==> src/rtl/sarc_pkg.sv <==
package sarc_pkg;
   typedef enum logic [1:0] {
      OP_NONE = 2'd0,
      OP_CONV = 2'd1,
      OP_READ = 2'd2
   } sarc_op_e;
endpackage

==> src/rtl/sarc_decode.sv <==
module sarc_decode
   import sarc_pkg::*;
(
   input  logic clk,
   input  logic rst_n,
   input  logic chip_en,
   input  logic chip_sel_n,
   input  logic rd_cnvt,
   output logic conv_req,
   output logic read_req
);
   sarc_op_e op;

   always_comb begin
      op = OP_NONE;
      if (chip_en && !chip_sel_n)
         op = rd_cnvt ? OP_READ : OP_CONV;
   end

   assign conv_req = (op == OP_CONV);
   assign read_req = (op == OP_READ);

   AST_IDLE_NOOP: assert property (@(posedge clk) disable iff (!rst_n)
      !(chip_en && !chip_sel_n) |-> !conv_req && !read_req);
endmodule

==> src/rtl/sarc_seq.sv <==
module sarc_seq #(
   parameter int WIDTH   = 12,
   parameter int SHORT_W = 8
) (
   input  logic             clk,
   input  logic             rst_n,
   input  logic             conv_req,
   input  logic             addr_lo,
   input  logic             cmp_hi,
   output logic [WIDTH-1:0] result,
   output logic [WIDTH-1:0] trial,
   output logic             busy
);
   localparam int IDX_W = $clog2(WIDTH);
   localparam logic [IDX_W-1:0] MSB_IDX   = IDX_W'(WIDTH - 1);
   localparam logic [IDX_W-1:0] SHORT_END = IDX_W'(WIDTH - SHORT_W);

   logic [WIDTH-1:0] res_q;
   logic [IDX_W-1:0] idx_q;
   logic             short_q;
   logic             eoc_short_q;
   logic             eoc_full_q;
   logic             start;

   assign busy  = short_q ? !eoc_short_q : !eoc_full_q;
   assign start = conv_req && !busy;

   always_ff @(posedge clk or negedge rst_n) begin
      if (!rst_n) begin
         res_q       <= '0;
         idx_q       <= MSB_IDX;
         short_q     <= 1'b0;
         eoc_short_q <= 1'b1;
         eoc_full_q  <= 1'b1;
      end else if (start) begin
         res_q       <= '0;
         idx_q       <= MSB_IDX;
         short_q     <= addr_lo;
         eoc_short_q <= 1'b0;
         eoc_full_q  <= 1'b0;
      end else if (busy) begin
         res_q[idx_q] <= cmp_hi;
         if (idx_q == SHORT_END) begin
            eoc_short_q <= 1'b1;
            if (short_q) eoc_full_q <= 1'b1;
         end
         if (idx_q == '0) eoc_full_q <= 1'b1;
         else             idx_q      <= idx_q - 1'b1;
      end
   end

   always_comb begin
      trial = res_q;
      if (busy) trial[idx_q] = 1'b1;
   end

   assign result = res_q;

   // cycle counter used only by the length checks
   logic [IDX_W:0] run_cnt;
   always_ff @(posedge clk or negedge rst_n) begin
      if (!rst_n)     run_cnt <= '0;
      else if (start) run_cnt <= '0;
      else if (busy)  run_cnt <= run_cnt + 1'b1;
   end

   AST_START_BUSY: assert property (@(posedge clk) disable iff (!rst_n)
      start |=> busy);
   AST_FULL_LEN: assert property (@(posedge clk) disable iff (!rst_n)
      $fell(busy) && !short_q |-> run_cnt == (IDX_W+1)'(WIDTH));
   AST_SHORT_LEN: assert property (@(posedge clk) disable iff (!rst_n)
      $fell(busy) && short_q |-> run_cnt == (IDX_W+1)'(SHORT_W));
   AST_SHORT_ZERO: assert property (@(posedge clk) disable iff (!rst_n)
      $fell(busy) && short_q |-> res_q[WIDTH-SHORT_W-1:0] == '0);
   AST_EOC_ORDER: assert property (@(posedge clk) disable iff (!rst_n)
      eoc_full_q |-> eoc_short_q);
   AST_CONV_IGNORED: assert property (@(posedge clk) disable iff (!rst_n)
      busy && conv_req |=> $stable(short_q));
endmodule

==> src/rtl/sarc_rdmux.sv <==
module sarc_rdmux #(
   parameter int WIDTH  = 12,
   parameter int BYTE_W = 8,
   parameter int NIB_W  = 4
) (
   input  logic                   clk,
   input  logic                   rst_n,
   input  logic                   read_req,
   input  logic                   busy,
   input  logic                   addr_lo,
   input  logic                   wide_fmt,
   input  logic [WIDTH-1:0]       result,
   output logic [WIDTH-1:0]       dout,
   output logic [WIDTH/NIB_W-1:0] nib_en,
   output logic                   out_en
);
   localparam int LANES      = WIDTH / NIB_W;
   localparam int BYTE_LANES = BYTE_W / NIB_W;
   localparam int LOW_W      = WIDTH - BYTE_W;
   localparam int PAD_W      = BYTE_W - LOW_W;

   logic rd_ok;
   assign rd_ok = read_req && !busy;

   for (genvar g = 0; g < LANES; g++) begin : g_lane
      if (g >= LANES - BYTE_LANES) begin : g_byte
         assign nib_en[g] = rd_ok;
      end else begin : g_wide_only
         assign nib_en[g] = rd_ok && wide_fmt;
      end
   end

   assign out_en = |nib_en;

   always_comb begin
      dout = '0;
      if (rd_ok) begin
         if (wide_fmt)
            dout = result;
         else if (!addr_lo)
            dout[WIDTH-1 -: BYTE_W] = result[WIDTH-1 -: BYTE_W];
         else
            dout[WIDTH-1 -: BYTE_W] = {result[LOW_W-1:0], {PAD_W{1'b0}}};
      end
   end

   AST_RD_BLOCKED: assert property (@(posedge clk) disable iff (!rst_n)
      busy |-> !out_en && dout == '0);
   AST_NARROW_LOW: assert property (@(posedge clk) disable iff (!rst_n)
      out_en && !wide_fmt |-> dout[LOW_W-1:0] == '0);
   AST_NARROW_PAD: assert property (@(posedge clk) disable iff (!rst_n)
      out_en && !wide_fmt && addr_lo |-> dout[LOW_W +: PAD_W] == '0);
endmodule

==> src/rtl/sarc_ctrl.sv <==
module sarc_ctrl #(
   parameter int WIDTH   = 12,
   parameter int SHORT_W = 8,
   parameter int BYTE_W  = 8,
   parameter int NIB_W   = 4
) (
   input  logic                   clk,
   input  logic                   rst_n,
   input  logic                   chip_en,
   input  logic                   chip_sel_n,
   input  logic                   rd_cnvt,
   input  logic                   addr_lo,
   input  logic                   wide_fmt,
   input  logic                   cmp_hi,
   output logic [WIDTH-1:0]       dac_code,
   output logic                   busy,
   output logic [WIDTH-1:0]       dout,
   output logic [WIDTH/NIB_W-1:0] nib_en,
   output logic                   out_en
);
   if (WIDTH % NIB_W != 0) begin : g_bad_nib
      $error("WIDTH must be a whole number of nibble lanes");
   end
   if (BYTE_W % NIB_W != 0 || BYTE_W >= WIDTH || 2*BYTE_W <= WIDTH) begin : g_bad_byte
      $error("BYTE_W must be lane aligned and hold the low part with padding");
   end
   if (SHORT_W < 1 || SHORT_W >= WIDTH) begin : g_bad_short
      $error("SHORT_W must lie between 1 and WIDTH-1");
   end

   logic             conv_req;
   logic             read_req;
   logic [WIDTH-1:0] result;

   sarc_decode u_decode (
      .clk        (clk),
      .rst_n      (rst_n),
      .chip_en    (chip_en),
      .chip_sel_n (chip_sel_n),
      .rd_cnvt    (rd_cnvt),
      .conv_req   (conv_req),
      .read_req   (read_req)
   );

   sarc_seq #(.WIDTH(WIDTH), .SHORT_W(SHORT_W)) u_seq (
      .clk      (clk),
      .rst_n    (rst_n),
      .conv_req (conv_req),
      .addr_lo  (addr_lo),
      .cmp_hi   (cmp_hi),
      .result   (result),
      .trial    (dac_code),
      .busy     (busy)
   );

   sarc_rdmux #(.WIDTH(WIDTH), .BYTE_W(BYTE_W), .NIB_W(NIB_W)) u_rdmux (
      .clk      (clk),
      .rst_n    (rst_n),
      .read_req (read_req),
      .busy     (busy),
      .addr_lo  (addr_lo),
      .wide_fmt (wide_fmt),
      .result   (result),
      .dout     (dout),
      .nib_en   (nib_en),
      .out_en   (out_en)
   );
endmodule

==> config.mk <==
export PLATFORM = sky130hd
export DESIGN_NAME = sarc_ctrl
export DESIGN_NICKNAME = d
export VERILOG_FILES = /design/src/rtl/sarc_pkg.sv /design/src/rtl/sarc_decode.sv /design/src/rtl/sarc_seq.sv /design/src/rtl/sarc_rdmux.sv /design/src/rtl/sarc_ctrl.sv
export SDC_FILE = /design/constraint.sdc
export NUM_CORES = 1
export LEC_CHECK = 0
export BUFFER_PORTS_ARGS = -buffer_cell sky130_fd_sc_hd__buf_2
export CAP_MARGIN = 20
export CORE_MARGIN = 3
export CORE_UTILIZATION = 52
export DETAILED_ROUTE_END_ITERATION = 10
export PLACE_DENSITY = 0.79
export RECOVER_POWER = 25
export SETUP_SLACK_MARGIN = 0.05
export SLEW_MARGIN = 15
export SYNTH_ARGS = -nofsm -noshare
export SYNTH_HDL_FRONTEND = slang
export SYNTH_SLANG_ARGS = --single-unit
export TNS_END_PERCENT = 30
==> constraint.sdc <==
create_clock -name clk -period 2.1 [get_ports clk]
set_clock_uncertainty 0.1 [all_clocks]
set_input_delay 0 -clock clk [delete_from_list [all_inputs] [get_ports clk]]
set_output_delay 0 -clock clk [all_outputs]
set_load 0.01 [all_outputs]
# == After elaboration in Yosys (flattened, before gate mapping) ==
# Index checks and enable logic that the tools add are counted.
# totals
inputBits,8
latchBits,0
mem_bits_ro,0
n_memories,0
word_cells,55
output_inout_bits,29
ff_bits,19
ram_bits,0
# op_classes
n_mux,24
shifts,0
n_mul,0
n_reduce_logical,18
addsub,1
n_eq_ne,4
bitwise_logic,1
n_div,0
order_cmp,2
# op_table
cell,count
12-bit two-way mux,4
4-bit two-way mux,4
8-bit two-way mux,2
12-bit bitwise mux,1
12-bit bitwise OR,1
1-bit two-way mux,10
3-bit nonzero test,2
1-bit logical AND,5
"4-bit by 5-bit < comparator with 1-bit output, second input constant",1
1-bit demux with 4-bit select,1
"4-bit by 3-bit equality test with 1-bit output, second input constant",1
"4-bit by 1-bit greater-or-equal comparator with 1-bit output, second input constant",1
1-bit logical NOT,4
4-bit logical NOT,1
2-bit two-way mux,2
2-bit AND reduction,2
2-bit nonzero test,2
"4-bit by 1-bit subtractor with 4-bit output, second input constant",1
3-bit AND reduction,1
"2-bit by 1-bit equality test with 1-bit output, second input constant",1
"2-bit equality test, second input constant",1
"2-bit by 1-bit != test with 1-bit output, second input constant",1
2-bit OR reduction,1

# == Longest topological paths before layout ==
# depth
depth_word,7
ltp_mapped,6
depth_no_buf,5

# == By module ==
# From an unflattened synthesis, not the netlist that was laid out.
# hier_totals
cells_unflattened,136
area_unflattened_um2,1328.8
# by_module_without_submodules
mod,cells_per_inst,n_inst,area_per_inst_um2,seq_area_each_um2
sarc_seq,109,1,1122.3,481.7
sarc_rdmux,25,1,185.2,0.0
sarc_decode,2,1,21.3,0.0

# == Worst setup path before layout ==
# OpenSTA, ideal clock, no wires.
# synth_timing
path_type,register to register
from,register u_seq.idx_q[0]
to,register u_seq.idx_q[3]
stages_incl_launch_ff,6
n_path_buf,0
required_ns,1.925
arrival_ns,1.428
setup_ns,0.075
period_less_slack_ns,1.603
path_slack_ns,0.497
path_cell_list,dfstp_2 inv_1 ha_1 or3b_2 nand3_1 mux2i_1
# synth_between
elab_chain_len,4
elab_cells_between_ends,7
classes_between,add/sub (1); eq/ne (1); mux (3); reduce/logical (2)
# synth_lines
item,line,rtl
"start, declared",sarc_seq.sv:19,logic [IDX_W-1:0] idx_q;
"start signal, assigned",sarc_seq.sv:48,else idx_q <= idx_q - 1'b1;
4-bit by 1-bit subtractor with 4-bit output,sarc_seq.sv:48,
4-bit two-way mux,sarc_seq.sv:47,if (idx_q == '0) eoc_full_q <= 1'b1;
4-bit two-way mux,sarc_seq.sv:41,end else if (busy) begin
4-bit two-way mux,sarc_seq.sv:35,end else if (start) begin
# Several ways; a longest one is shown, not always the timed one. The select of a mux whose other input is x is not followed.
# A chain may end at the register's enable or synchronous reset.

# == Worst setup path in the final report ==
# layout_timing
from,register u_seq.short_q
to,output dac_code[11]
# layout_between
elab_chain_len,2
# layout_lines
item,line,rtl
"start, declared",sarc_seq.sv:20,logic short_q;
"start signal, assigned",sarc_seq.sv:38,short_q <= addr_lo;
1-bit two-way mux,sarc_seq.sv:25,assign busy = short_q ? !eoc_short_q : !eoc_full_q;
12-bit two-way mux,sarc_seq.sv:54,if (busy) trial[idx_q] = 1'b1;
"end, declared",sarc_ctrl.sv:15,"output logic [WIDTH-1:0] dac_code,"
# No other way between the ends.

==> PnR_summary.wiki <==
{| class="wikitable"
! Metric !! Value
|-
| Synth warnings || 0
|-
| Clock period minus worst slack || just under 2 ns
|-
| Least-Margin Pin Slew || 1.060 ns
|-
| TritonCTS clock tree || yes
|-
| Number of iterations in the first detailed-routing pass || 4
|-
| Post-Syn Instances || between 150 and 200
|-
| Status || finished, final reports clean
|-
| Number of remaining DRC errors || 0
|-
| Final std cell area, no fill || approximately 0.0016 mm2
|-
| Via total after detailed routing || about 1.3k
|-
| Accumulated negative setup slack || 0 ns
|-
| Leak || approximately 0.00083 uW
|-
| Width of the die || ~57 um
|-
| Root buffer cell || sky130_fd_sc_hd__clkbuf_4
|-
| Setup-violating endpoint count in the final report || 0
|-
| Placement Cell Area || ~0.0015 mm2
|-
| Total Wirelength || roughly 3500 um
|-
| Vias per Instance || 6.104
|-
| Placed Instances || roughly 200
|-
| Std-Cell Core Area || between 0.002 and 0.0025 mm2
|-
| Via count of the first global-routing pass || about 1.1k
|-
| Global router's overall resource usage || 0.2156
|-
| Headroom to the max-slew limit || 0.2933
|-
| Routed wirelength normalized by instance count || 16.41 um
|-
| HPWL after DPL || between 2000 and 2500 um
|-
| Max-cap violations || 0
|-
| Wire length of the first global-routing pass || 5595 um
|-
| Number of synthesized flops with an enable pin || 0
|-
| Clock insertion delay at the later pin of the skew report || ~0.31 ns
|-
| Library cell contributing the largest single delay on the critical path || sky130_fd_sc_hd__dfrtp_1
|-
| Data arrival time of the worst path || around 1.9 ns
|-
| Diode insertion count for antenna repair || 0
|-
| Syn-to-layout area delta || 14.16%
|-
| Power density over the cells || between 1000 and 1500 mW/mm2
|-
| Remaining global-route overflow || 0
|-
| Final critical-path setup slack || around 0.15 ns
|-
| Sequential cell area fraction in the yosys report || 0.3516
|-
| Filler cells || a little over 200
|-
| Critical path peak fanout || 22
|-
| Critical Path Start Type || flop
|-
| CTS HTree Levels || 1
|-
| Non-Filler Instances || 211
|-
| Share of cells above drive strength 1 || 0.3224
|-
| Clock transition at the registers of the reported paths || 0.12 ns
|-
| R2R cell count || 5
|-
| Number of rows created at floorplan || 17
|-
| Detailed Route Iter0 Violations || 52
|-
| Buffer count from post-CTS setup fixing || 0
|-
| Startpoint-to-endpoint class of the critical path || flop to primary output
|-
| Final Cycle Share || 0.9263
|-
| Fmax || 514.1 MHz
|-
| Worst R2R Start || u_seq.idx_q[0]
|-
| Cell-by-cell listing of the critical path || mux2_4, inv_2, a31o_2, buf_2
|-
| Remaining number of nets flagged by the antenna check after routing || 0
|-
| R2r endpoint || u_seq.result[0]
|-
| End of the worst hold path || u_seq.idx_q[1]
|-
| Number of hold violations in the final report || 0
|-
| Number of synthesized register bits || 19
|-
| Nets || slightly below 200
|-
| Final Max Tran Viols || 0
|-
| Clock Path Buffers || 2
|-
| Initial antenna violation count || 0
|-
| Most common library cell in the layout ignoring fill and taps || sky130_fd_sc_hd__buf_2
|-
| Die extent in y || approximately 57 um
|-
| Clock buffer count from CTS || 3
|-
| Share of synthesized flip-flops with an asynchronous set or reset || 1.000
|-
| Top_reg_cell synth || sky130_fd_sc_hd__dfrtp_1
|-
| Min-Delay Path Depth || 4
|-
| Post-Syn Nets || 166
|-
| Unrepaired setup endpoints after global routing || false
|-
| Most frequent cells in the layout || sky130_fd_sc_hd__buf_2, sky130_fd_sc_hd__a21oi_1, sky130_fd_sc_hd__dfrtp_1
|-
| Endpoint kind of the worst setup timing path || primary output
|-
| Number of port buffers || 36
|-
| VDD IR-drop max || between 0.0009 and 0.001 V
|-
| Worst min-delay path class || primary input to flop
|-
| Required time of the critical path || 2.00 ns
|-
| Hold Crit Start || rd_cnvt
|-
| Setup slack on the worst flop-to-flop path || 0.35 ns
|-
| Delay contributed by the slowest stage of the critical path || ~0.48 ns
|-
| Initial cell density of the core || 0.5803
|-
| Boundary Pins || 37
|-
| Die outline area || about 0.0033 mm2
|-
| Share of the core filled with cells in the final layout || 0.6624
|-
| Unique cell type count in the Yosys netlist || 38
|-
| Pin count of the biggest net entering global routing || 23
|-
| Routability Congestion || ~0.81
|-
| Pre-CTS setup slack || around 0.36 ns
|-
| Cell area after synthesis || 0.001370 mm2
|-
| Mean Syn Cell Area || 8.897 um2
|-
| Sinks on the clock net || 19
|}
-- cell families (layout without fill, tap and decap cells) --
family                     Yosys count  after routing  synth area share
and+or+nand+nor                     54             54            0.2429
AOI/OAI and AO/OA                   42             42            0.1963
buffers and inverters               27             55            0.1068
DFF                                 19             19            0.3516
muxes                                8              9           0.06576
adders and majority gates            4              4           0.03653
-- metrics by stage --
step	hold WS (ns)	power (uW)
floorplan	-0.3956	1704
global placement	-0.1368	1920
detailed placement	-0.1305	1965
CTS	0.04014	2173
global route	0.1121	2386
finish	0.04246	2205
-- Yosys cell counts, types with 2 or more instances --
cell type,number,area share
sky130_fd_sc_hd__nor2b_1,4,0.018
sky130_fd_sc_hd__buf_6,4,0.033
sky130_fd_sc_hd__nand3b_1,4,0.022
sky130_fd_sc_hd__dfstp_2,5,0.096
sky130_fd_sc_hd__o31ai_1,3,0.016
sky130_fd_sc_hd__inv_1,9,0.025
sky130_fd_sc_hd__nand4_1,10,0.046
sky130_fd_sc_hd__a21oi_1,15,0.055
sky130_fd_sc_hd__o21bai_1,4,0.022
sky130_fd_sc_hd__and3_1,8,0.037
sky130_fd_sc_hd__a21o_1,6,0.033
sky130_fd_sc_hd__mux2_4,2,0.022
sky130_fd_sc_hd__o21ai_0,6,0.022
sky130_fd_sc_hd__buf_2,3,0.011
sky130_fd_sc_hd__nor3_1,2,0.0073
sky130_fd_sc_hd__a31o_2,4,0.026
sky130_fd_sc_hd__nor3b_1,2,0.011
sky130_fd_sc_hd__mux2i_1,6,0.044
sky130_fd_sc_hd__clkbuf_1,7,0.019
sky130_fd_sc_hd__dfrtp_1,14,0.26
sky130_fd_sc_hd__ha_1,4,0.037
sky130_fd_sc_hd__nor2_1,6,0.016
sky130_fd_sc_hd__nand3_1,3,0.011
sky130_fd_sc_hd__nand2_1,5,0.014
sky130_fd_sc_hd__nand2b_1,3,0.014
sky130_fd_sc_hd__buf_4,3,0.016
-- critical path, delay by kind of cell (launching register included) --
kind | cells | cell delay, ns
multiplexers | 1 | 0.41
AO/OA/AOI/OAI | 1 | 0.21
flip-flops | 1 | 0.48
buffers and inverters | 2 | 0.43
-- repair_timing --
action	4_1_cts	5_1_grt
hold buffers	5	0
resized for setup	1	0
hold endpoints to repair	33	0
setup endpoints to repair	8	9
gates cloned	0	1
-- power breakdown --
group	internal, uW	total, uW	switching (uW)	leakage (uW)
Sequential	566	791	225	0.000235
Clock	71.3	197	126	0.0000177
Combinational	520	1220	697	0.000575
-- per-layer routing --
layer | up-vias | track usage | part of all wire
li1 | 611 | - | -
met1 | 618 | 0.3054 | 0.46
met2 | 53 | 0.3361 | 0.47
met3 | 6 | 0.05656 | 0.060
met4 | 0 | 0.03974 | 0.012
met5 | - | 0 | 0
-- layout make-up --
type / instances / area, um2 / share of cell area
Sequential cell: 19 / 481.7 / 0.3080
Multi-Input combinational cell: 109 / 753.2 / 0.4816
Clock buffer: 3 / 22.52 / 0.01440
Timing Repair Buffer: 41 / 229.0 / 0.1464
Clock inverter: 1 / 5.005 / 0.003200
Tap cell: 28 / 35.03 / 0.02240
Inverter: 10 / 37.54 / 0.02400
-- flip-flops by register name (all words and copies together) (netlist names) --
signal	cells
u_seq.result	12
u_seq.eoc_full_q	1
u_seq.short_q	1
u_seq.idx_q	4
u_seq.eoc_short_q	1
-- worst max-delay path by stage --
stage	startpoint	endpoint
finish	u_seq.short_q	dac_code[11]
global route	u_seq.eoc_short_q	dout[0]
CTS	u_seq.eoc_short_q	dout[7]
detailed placement	u_seq.idx_q[0]	u_seq.idx_q[0]
global placement	u_seq.idx_q[0]	u_seq.result[0]
floorplan	u_seq.idx_q[0]	u_seq.idx_q[3]
Note: power is estimated with default switching activity, not from simulation.
